File: src/rtl/bwm_pkg.sv
package bwm_pkg;

    localparam int CPU_AW   = 16;
    localparam int DATA_W   = 8;
    localparam int WIN_BITS = CPU_AW - 1;

    localparam logic [CPU_AW-1:0] FM_BASE   = 16'h4000;
    localparam logic [CPU_AW-1:0] BANK_ADDR = 16'h6000;
    localparam logic [DATA_W-1:0] OPEN_BUS  = 8'hFF;

    typedef enum logic [1:0] {
        RG_NONE = 2'd0,
        RG_FM   = 2'd1,
        RG_BANK = 2'd2,
        RG_WIN  = 2'd3
    } region_e;

    typedef struct packed {
        logic              we;
        logic [CPU_AW-1:0] addr;
        logic [DATA_W-1:0] data;
    } cpu_acc_t;

    typedef struct packed {
        logic              addr_we;
        logic              data_we;
        logic              part;
        logic [DATA_W-1:0] data;
    } fm_cmd_t;

    function automatic region_e classify(input logic [CPU_AW-1:0] a, input logic we);
        if (a[CPU_AW-1])
            return RG_WIN;
        else if (a[CPU_AW-1:2] == FM_BASE[CPU_AW-1:2])
            return RG_FM;
        else if (a == BANK_ADDR && we)
            return RG_BANK;
        else
            return RG_NONE;
    endfunction

endpackage

File: src/rtl/bwm_bank_reg.sv
module bwm_bank_reg #(
    parameter int BANK_W = 9
) (
    input  logic              clk,
    input  logic              rst,
    input  logic              shift_en,
    input  logic              bit_in,
    output logic [BANK_W-1:0] bank_q
);
    logic [BANK_W-1:0] bank_d;

    // right shift; new bit enters at the top
    generate
        for (genvar i = 0; i < BANK_W - 1; i++) begin : g_shift
            assign bank_d[i] = bank_q[i+1];
        end
    endgenerate
    assign bank_d[BANK_W-1] = bit_in;

    always_ff @(posedge clk) begin
        if (rst)
            bank_q <= '0;
        else if (shift_en)
            bank_q <= bank_d;
    end
endmodule

File: src/rtl/bwm_fm_port.sv
module bwm_fm_port
    import bwm_pkg::*;
(
    input  logic              clk,
    input  logic              rst,
    input  logic              acc_en,
    input  logic              acc_we,
    input  logic [1:0]        acc_sel,
    input  logic [DATA_W-1:0] acc_data,
    output fm_cmd_t           cmd_q
);
    logic part_q;
    logic is_data;

    assign is_data = acc_sel[0];

    always_ff @(posedge clk) begin
        if (rst) begin
            cmd_q  <= '0;
            part_q <= 1'b0;
        end else begin
            cmd_q.addr_we <= acc_en && acc_we && !is_data;
            cmd_q.data_we <= acc_en && acc_we && is_data;
            if (acc_en && acc_we) begin
                cmd_q.data <= acc_data;
                cmd_q.part <= is_data ? part_q : acc_sel[1];
                if (!is_data)
                    part_q <= acc_sel[1];
            end
        end
    end
endmodule

File: src/rtl/bwm_window_ctrl.sv
module bwm_window_ctrl #(
    parameter int SYS_W  = 24,
    parameter int DATA_W = 8
) (
    input  logic              clk,
    input  logic              rst,
    input  logic              start,
    input  logic              start_we,
    input  logic [SYS_W-1:0]  start_addr,
    input  logic [1:0]        start_lane,
    input  logic [DATA_W-1:0] start_wdata,
    input  logic              sys_ack,
    input  logic [DATA_W-1:0] sys_rdata,
    output logic              sys_req,
    output logic              sys_we,
    output logic [SYS_W-1:0]  sys_addr,
    output logic [1:0]        sys_lane,
    output logic [DATA_W-1:0] sys_wdata,
    output logic              fin,
    output logic [DATA_W-1:0] fin_rdata
);
    always_ff @(posedge clk) begin
        if (rst) begin
            sys_req   <= 1'b0;
            sys_we    <= 1'b0;
            sys_addr  <= '0;
            sys_lane  <= '0;
            sys_wdata <= '0;
            fin       <= 1'b0;
            fin_rdata <= '0;
        end else begin
            fin <= 1'b0;
            if (sys_req) begin
                if (sys_ack) begin
                    sys_req   <= 1'b0;
                    fin       <= 1'b1;
                    fin_rdata <= sys_rdata;
                end
            end else if (start) begin
                sys_req   <= 1'b1;
                sys_we    <= start_we;
                sys_addr  <= start_addr;
                sys_lane  <= start_lane;
                sys_wdata <= start_wdata;
            end
        end
    end
endmodule

File: src/rtl/bank_window_mapper.sv
module bank_window_mapper
    import bwm_pkg::*;
#(
    parameter int BANK_W = 9,
    localparam int SYS_W = BANK_W + WIN_BITS
) (
    input  logic              clk,
    input  logic              rst,
    input  logic              cpu_req,
    input  logic              cpu_we,
    input  logic [15:0]       cpu_addr,
    input  logic [7:0]        cpu_wdata,
    output logic [7:0]        cpu_rdata,
    output logic              cpu_done,
    output logic              cpu_wait,
    input  logic [7:0]        fm_status,
    output logic              fm_addr_we,
    output logic              fm_data_we,
    output logic              fm_part,
    output logic [7:0]        fm_wdata,
    output logic              sys_req,
    output logic              sys_we,
    output logic [SYS_W-1:0]  sys_addr,
    output logic [1:0]        sys_lane,
    output logic [7:0]        sys_wdata,
    input  logic              sys_ack,
    input  logic [7:0]        sys_rdata
);
    cpu_acc_t          acc;
    region_e           rg;
    logic              accept;
    logic [BANK_W-1:0] bank_q;
    fm_cmd_t           fm_cmd;
    logic              win_fin;
    logic [7:0]        win_rdata;
    logic              loc_done_q;
    logic [7:0]        loc_rdata_q;

    assign acc    = '{we: cpu_we, addr: cpu_addr, data: cpu_wdata};
    assign accept = cpu_req && !cpu_wait;
    assign rg     = classify(acc.addr, acc.we);

    bwm_bank_reg #(.BANK_W(BANK_W)) bank_i (
        .clk      (clk),
        .rst      (rst),
        .shift_en (accept && rg == RG_BANK),
        .bit_in   (acc.data[0]),
        .bank_q   (bank_q)
    );

    bwm_fm_port fm_i (
        .clk      (clk),
        .rst      (rst),
        .acc_en   (accept && rg == RG_FM),
        .acc_we   (acc.we),
        .acc_sel  (acc.addr[1:0]),
        .acc_data (acc.data),
        .cmd_q    (fm_cmd)
    );

    bwm_window_ctrl #(.SYS_W(SYS_W), .DATA_W(DATA_W)) win_i (
        .clk         (clk),
        .rst         (rst),
        .start       (accept && rg == RG_WIN),
        .start_we    (acc.we),
        .start_addr  ({bank_q, acc.addr[WIN_BITS-1:0]}),
        .start_lane  ({~acc.addr[0], acc.addr[0]}),
        .start_wdata (acc.data),
        .sys_ack     (sys_ack),
        .sys_rdata   (sys_rdata),
        .sys_req     (sys_req),
        .sys_we      (sys_we),
        .sys_addr    (sys_addr),
        .sys_lane    (sys_lane),
        .sys_wdata   (sys_wdata),
        .fin         (win_fin),
        .fin_rdata   (win_rdata)
    );

    // local (non-window) completion path
    always_ff @(posedge clk) begin
        if (rst) begin
            loc_done_q  <= 1'b0;
            loc_rdata_q <= '0;
        end else begin
            loc_done_q <= accept && rg != RG_WIN;
            if (accept && rg != RG_WIN)
                loc_rdata_q <= (rg == RG_FM && !acc.we) ? fm_status : OPEN_BUS;
        end
    end

    assign cpu_wait   = sys_req;
    assign cpu_done   = loc_done_q | win_fin;
    assign cpu_rdata  = win_fin ? win_rdata : loc_rdata_q;
    assign fm_addr_we = fm_cmd.addr_we;
    assign fm_data_we = fm_cmd.data_we;
    assign fm_part    = fm_cmd.part;
    assign fm_wdata   = fm_cmd.data;
endmodule

File: config.mk
export PLATFORM = sky130hd
export DESIGN_NAME = bank_window_mapper
export DESIGN_NICKNAME = d
export VERILOG_FILES = /design/src/rtl/bwm_pkg.sv /design/src/rtl/bwm_bank_reg.sv /design/src/rtl/bwm_fm_port.sv /design/src/rtl/bwm_window_ctrl.sv /design/src/rtl/bank_window_mapper.sv
export SDC_FILE = /design/constraint.sdc
export NUM_CORES = 1
export LEC_CHECK = 0
export BUFFER_PORTS_ARGS = -buffer_cell sky130_fd_sc_hd__buf_4
export CAP_MARGIN = 20
export CORE_ASPECT_RATIO = 0.75
export CORE_MARGIN = 3
export CORE_UTILIZATION = 49
export DETAILED_ROUTE_END_ITERATION = 7
export PLACE_DENSITY_LB_ADDON = 0.2
export REMOVE_ABC_BUFFERS = 1
export SLEW_MARGIN = 10
export SYNTH_ARGS = -nofsm -noshare
export SYNTH_HDL_FRONTEND = slang
export SYNTH_SLANG_ARGS = --single-unit
File: constraint.sdc
create_clock -name clk -period 1.9 [get_ports clk]
set_input_delay 0.095 -clock clk [delete_from_list [all_inputs] [get_ports clk]]
set_output_delay 0.095 -clock clk [all_outputs]
set_load 0.03 [all_outputs]
==> results of run 1 <==
[layer usage]
metal,routed length [µm],global-route usage (%),share of wire (%),vias up
li1,-,-,-,1332
met1,3330,28.9,46,1232
met2,3380,34.1,46,81
met3,518,9.34,7.1,6
met4,65,5.77,0.89,0
met5,0,0,0,-
[power by group]
group	switching (µW)	internal [µW]
sequential	22.2	1570
combinational	244	194
clock	532	540
total	798	2310
[metrics by stage]
step,hold WS (ns),cells,setup slack [ns],total power [µW],instance area (µm²)
global route,0.000506,519,0.0841,3240,3940
finish,0.0165,519,0.157,3110,3940
CTS,0.00158,519,0.200,3130,3940
floorplan,0.164,305,-0.427,1820,2710
detailed placement,0.308,488,0.280,2040,3620
global placement,0.305,488,0.355,2040,3620
[final cells by class]
type / instances / share of cell area [%]
Multi-Input combinational cell: 232 / 31.7
Sequential cell: 73 / 37.1
Tap cell: 75 / 2.38
Clock buffer: 13 / 4.03
Timing Repair Buffer: 123 / 24.4
Clock inverter: 3 / 0.381
[final timing paths]
kind,startpoint,to,slack (ns),cells past startpoint
worst min register to register,win_i.sys_wdata[0],win_i.sys_wdata[0],0.45,2
worst max-delay path,cpu_addr[4],loc_rdata_q[1],0.16,6
worst min-delay path,cpu_wdata[4],win_i.sys_wdata[4],0.02,3
worst max register to register,win_i.sys_req,loc_rdata_q[1],0.29,4
[cells in the mapped netlist, drive strengths merged, types with 2 or more instances]
| cell | n |
|---|---|
| nand2 | 75 |
| dfxtp | 73 |
| a21oi | 51 |
| nand3 | 19 |
| nor2 | 19 |
| clkbuf | 14 |
| nand2b | 12 |
| buf | 10 |
| mux2i | 9 |
| o21ai | 9 |
| mux2 | 8 |
| o21a | 8 |
| nor4 | 4 |
| nor4b | 3 |
| nand4 | 2 |
| nor3 | 2 |
| nor3b | 2 |
[sequential cells by signal, summed over array words and instances (netlist names)]
| signal | flops |
|---|---|
| bank_i.bank_q | 9 |
| fm_i.cmd_q | 11 |
| loc_done_q | 1 |
| loc_rdata_q | 8 |
| win_i.fin | 1 |
| win_i.fin_rdata | 8 |
| win_i.sys_addr | 23 |
| win_i.sys_lane | 2 |
| win_i.sys_req | 1 |
| win_i.sys_wdata | 8 |
| win_i.sys_we | 1 |
[tightest hold or removal path: cells and delay by family]
family | cells | cell delay [ns]
AO/OA/AOI/OAI | 1 | 0.05
buffers and inverters | 1 | 0.11
AND/OR/NAND/NOR | 1 | 0.05
[cells by family (layout without fill, tap and decap cells)]
group	count (synthesis)	count (layout)	share of synthesized area (%)
AO/OA/AOI/OAI	69	69	13.0
buffers and inverters	24	139	3.86
flip-flops	73	73	51.8
multiplexers	17	17	6.39
AND/OR/NAND/NOR	146	146	24.9
==> impl_metrics.env, run 1 <==
export IMPL_async_reset_ff_share_pct=0
export IMPL_fin_nets=484
export IMPL_portBuffers=101
export IMPL_die_w_um=93.6
export IMPL_tns_ns=0
export IMPL_synthToLayoutAreaGrowth_pct=39.7
export IMPL_seq_area_um2=1460
export IMPL_worstSetupEndpointType="flop"
export IMPL_ctsRootBufferMaster="clkbuf_8"
export IMPL_cpLargestDelayFamily="simple AND/OR/NAND/NOR gates"
export IMPL_die_area_um2=6710
export IMPL_synth_edf_count=0
export IMPL_synthTopCellsByArea="dfxtp_1, nand2_1, a21oi_1"
export IMPL_routed_wl_mm=7.30
export IMPL_finalCritPeriodShare_pct=91.7
export IMPL_syn_area_um2=2820
export IMPL_fmax_ghz=0.574
export IMPL_cts_buffers=9
export IMPL_pin_count=102
export IMPL_grt_start_max_net_pins=75
export IMPL_crit_slowest_cell="dlygate4sd3_1"
export IMPL_wl_per_cell_um=14.1
export IMPL_fillCellCount=439
export IMPL_hold_viol_final=0
export IMPL_final_antenna_net_count=0
export IMPL_ys_types=31
export IMPL_start_util_pct=51.6
export IMPL_cts_buffer_depth=2
export IMPL_cp_max_fo=8
export IMPL_drtIter0Drc=105
export IMPL_max_slew_worst_pin_slew_ns=0.704
export IMPL_clkTransAtPathRegs_ns=0.07
export IMPL_track_usage_pct=22.1
export IMPL_viasPerCell=5.11
export IMPL_insertion_delay_ns=0.34
export IMPL_drive_gt1_share_pct=30.2
export IMPL_row_count=23
export IMPL_crit_chain="dlygate4sd3_1 -> buf_4 -> nor4_2 -> and3_1 -> nand3_1 -> o21a_1"
export IMPL_path_class="input pin to flop"
export IMPL_ir_worst_vdd_mv=0.569
export IMPL_core_region_area_um2=5470
export IMPL_vias=2651
export IMPL_rsz0062_at_grt="no"
export IMPL_path_buf_inv=2
export IMPL_multi_input_comb_area_um2=1250
export IMPL_skew_ns=0.00599
export IMPL_clkSinkCount=73
export IMPL_synth_top_area_share_pct=51.8
export IMPL_status="completed"
export IMPL_critPathRequiredTime_ns=2.13
export IMPL_drcViolationCount=0
export IMPL_layout_commonest_cell="buf_4"
export IMPL_tritoncts="yes"
export IMPL_ys_ff_latch=73
export IMPL_syn_avg_cell_area_um2=8.58
export IMPL_cellPowerDensity_nw_per_um2=788
export IMPL_slew_headroom_pct=53.0
export IMPL_overflow=0
export IMPL_cts_hold_buf=15
export IMPL_arrival_ns=1.97
export IMPL_cts_setup_buffers=0
export IMPL_setup_viol_count_final=0
export IMPL_max_stage_delay_ns=0.53
export IMPL_grt_antenna_before_repair=0
export IMPL_ys_flop_type="dfxtp_1"
export IMPL_grt_pass1_wl_mm=11.6
export IMPL_synthCells=329
export IMPL_period_minus_slack_ns=1.74
export IMPL_final_max_slew_violation_count=0
export IMPL_final_cell_mix="buf_4, nand2_1, dfxtp_1"
export IMPL_cts_resized_gates=0
export IMPL_setup_worst_path_start_class="input pin"
export IMPL_diodes=0
export IMPL_htreeDepth=3
export IMPL_yosysSeqAreaShare_pct=51.8
export IMPL_holdCritPathClass="input pin to flop"
export IMPL_place_gp_congestion=0.723
export IMPL_drv_cap=0
export IMPL_yosysWarnings=0
export IMPL_fin_util_pct=72.1
export IMPL_p_leak_uw=0.00168
export IMPL_first_pass_iters=4
export IMPL_die_h_um=71.7
export IMPL_grt_pass1_vias=2435
export IMPL_synth_top_area_cell="dfxtp_1"
export IMPL_dp_hpwl_mm=5.09
No activity file was read; power rests on OpenSTA's default activity.
==> run 2, diff against run 1 <==
- CORE_ASPECT_RATIO: 0.75 -> 0.9
==> run 2 against run 1 <==
Via count rose by 1.9%. Sequential power barely moved. Critical path depth did not move. Critical endpoint is now fm_i.cmd_q[6]. Wire length rose by 1.1%. Cell count fell by 1.5%. Setup slack got worse by 0.045 ns. Flip-flop and latch count did not move. Total power rose by 3.2%. Fmax fell by 2.5%. Clock power rose by 9%. Final area rose by 0.13%.
==> impl_metrics.env, run 2 (synthesis results as in run 1) <==
export IMPL_final_max_slew_violation_count=0
export IMPL_clkPwrFrac_pct=36.6
export IMPL_p_int_uw=2410
export IMPL_p_sw_share_pct=24.9
export IMPL_cts_setup_buffers=0
export IMPL_layout_commonest_cell="buf_4"
export IMPL_cp_max_fo=9
export IMPL_max_stage_delay_ns=0.54
export IMPL_arrival_ns=1.97
export IMPL_cts_resized_gates=0
export IMPL_largest_reg_flops=23
export IMPL_skew_ns=0.00726
export IMPL_track_usage_pct=23.3
export IMPL_hold_viol_final=0
export IMPL_htreeDepth=3
export IMPL_drv_cap=0
export IMPL_r2r_setup_slack_ns=0.31
export IMPL_die_h_um=78.0
export IMPL_path_class="input pin to flop"
export IMPL_period_minus_slack_ns=1.79
export IMPL_slew_headroom_pct=53.1
export IMPL_tritoncts="yes"
export IMPL_switchingPower_uw=798
export IMPL_cellPowerDensity_nw_per_um2=812
export IMPL_ctsRootBufferMaster="clkbuf_8"
export IMPL_die_area_um2=6710
export IMPL_place_gp_congestion=0.841
export IMPL_final_antenna_net_count=0
export IMPL_pin_count=102
export IMPL_clkSinkCount=73
export IMPL_wl_per_cell_um=14.4
export IMPL_clkTransAtPathRegs_ns=0.08
export IMPL_worstSetupEndpointType="flop"
export IMPL_cts_buffer_depth=2
export IMPL_status="completed"
export IMPL_final_cell_count_no_fill=511
export IMPL_fmax_ghz=0.559
export IMPL_synthToLayoutAreaGrowth_pct=39.9
export IMPL_grt_start_max_net_pins=75
export IMPL_final_cell_mix="buf_4, nand2_1, dfxtp_1"
export IMPL_rsz0062_at_grt="no"
export IMPL_grt_pass1_vias=2557
export IMPL_fin_nets=484
export IMPL_vias=2701
export IMPL_p_leak_uw=0.00168
export IMPL_reg_largest_list="win_i.sys_addr x23, fm_i.cmd_q x11, bank_i.bank_q x9"
export IMPL_diodes=0
export IMPL_finalCritPeriodShare_pct=94.1
export IMPL_first_pass_iters=4
export IMPL_setup_worst_path_start_class="input pin"
export IMPL_portBuffers=101
export IMPL_grt_antenna_before_repair=0
export IMPL_holdCritPathClass="input pin to flop"
export IMPL_drtIter0Drc=158
export IMPL_cts_buffers=9
export IMPL_row_count=25
export IMPL_ir_worst_vdd_mv=0.458
export IMPL_path_buf_inv=2
export IMPL_routed_wl_mm=7.38
export IMPL_top_register="win_i.sys_addr"
export IMPL_crit_slowest_cell="dlygate4sd3_1"
export IMPL_start_util_pct=52.1
export IMPL_crit_chain="dlygate4sd3_1 -> buf_4 -> nor4_2 -> nand4_1 -> o21ai_0 -> a21oi_1"
export IMPL_seqPwrFrac_pct=49.8
export IMPL_die_w_um=86.0
export IMPL_drive_gt1_share_pct=30.0
export IMPL_dp_cells=480
export IMPL_insertion_delay_ns=0.34
export IMPL_power_frac_comb_pct=13.6
export IMPL_cpLargestDelayFamily="simple AND/OR/NAND/NOR gates"
export IMPL_fin_util_pct=72.9
export IMPL_overflow=0
export IMPL_dp_hpwl_mm=4.99
export IMPL_core_region_area_um2=5410
export IMPL_critPathRequiredTime_ns=2.09
export IMPL_grt_pass1_wl_mm=12.1
export IMPL_drcViolationCount=0
export IMPL_viasPerCell=5.29
export IMPL_cts_hold_buf=12
export IMPL_max_slew_worst_pin_slew_ns=0.704
export IMPL_setup_viol_count_final=0
## run 2: cell count changes in the layout (fill, tap and decap cells not counted), sizes merged
cell / delta
bufinv: +1
clkinv: -1
## run 2: power groups by stage
stage               clock network, µW  logic (µW)  registers, µW
floorplan                           0         135           1690
global placement                    0         406           1630
detailed placement                  0         409           1630
CTS                              1200         431           1600
global route                     1280         471           1600
finish                           1170         435           1600
## run 2: routing by layer
metal / up-vias / global-route usage (%) / part of all wire (%)
li1: 1330 / - / -
met3: 13 / 7.86 / 7.8
met5: - / 0 / 0
met4: 0 / 8.70 / 1.5
met1: 1257 / 30.0 / 42
met2: 101 / 35.9 / 48
## run 2: per-stage QoR
step / total power (µW) / cell area, µm² / setup TNS (ns) / worst slack (ns) / hold WS (ns)
after floorplan: 1820 / 2710 / -8.14 / -0.427 / 0.164
after global placement: 2040 / 3610 / 0 / 0.233 / 0.304
after detailed placement: 2040 / 3610 / 0 / 0.107 / 0.308
after CTS: 3230 / 3920 / 0 / 0.295 / 0.000281
after global routing: 3360 / 3950 / 0 / 0.00439 / 0.00232
final: 3210 / 3950 / 0 / 0.112 / 0.0123
## run 2: final timing paths
kind,endpoint,depth (start not counted),startpoint
setup / recovery,fm_i.cmd_q[6],6,cpu_addr[4]
hold reg to reg,win_i.fin_rdata[7],2,win_i.fin_rdata[7]
setup reg to reg,fm_i.cmd_q[6],3,win_i.sys_req
hold / removal,win_i.fin_rdata[1],3,sys_rdata[1]
## run 2: layout make-up
type                            count  area (µm²)
Clock buffer                       13         149
Clock inverter                      3        40.0
Fill cell                         438        1470
Multi-Input combinational cell    232        1250
Sequential cell                    73        1460
Tap cell                           67        83.8
Timing Repair Buffer              123         961
## run 2: tightest hold or removal path, cell delays in order
cell and delay [ns]:
buf_4 0.11, nand3_1 0.05, a21oi_1 0.05
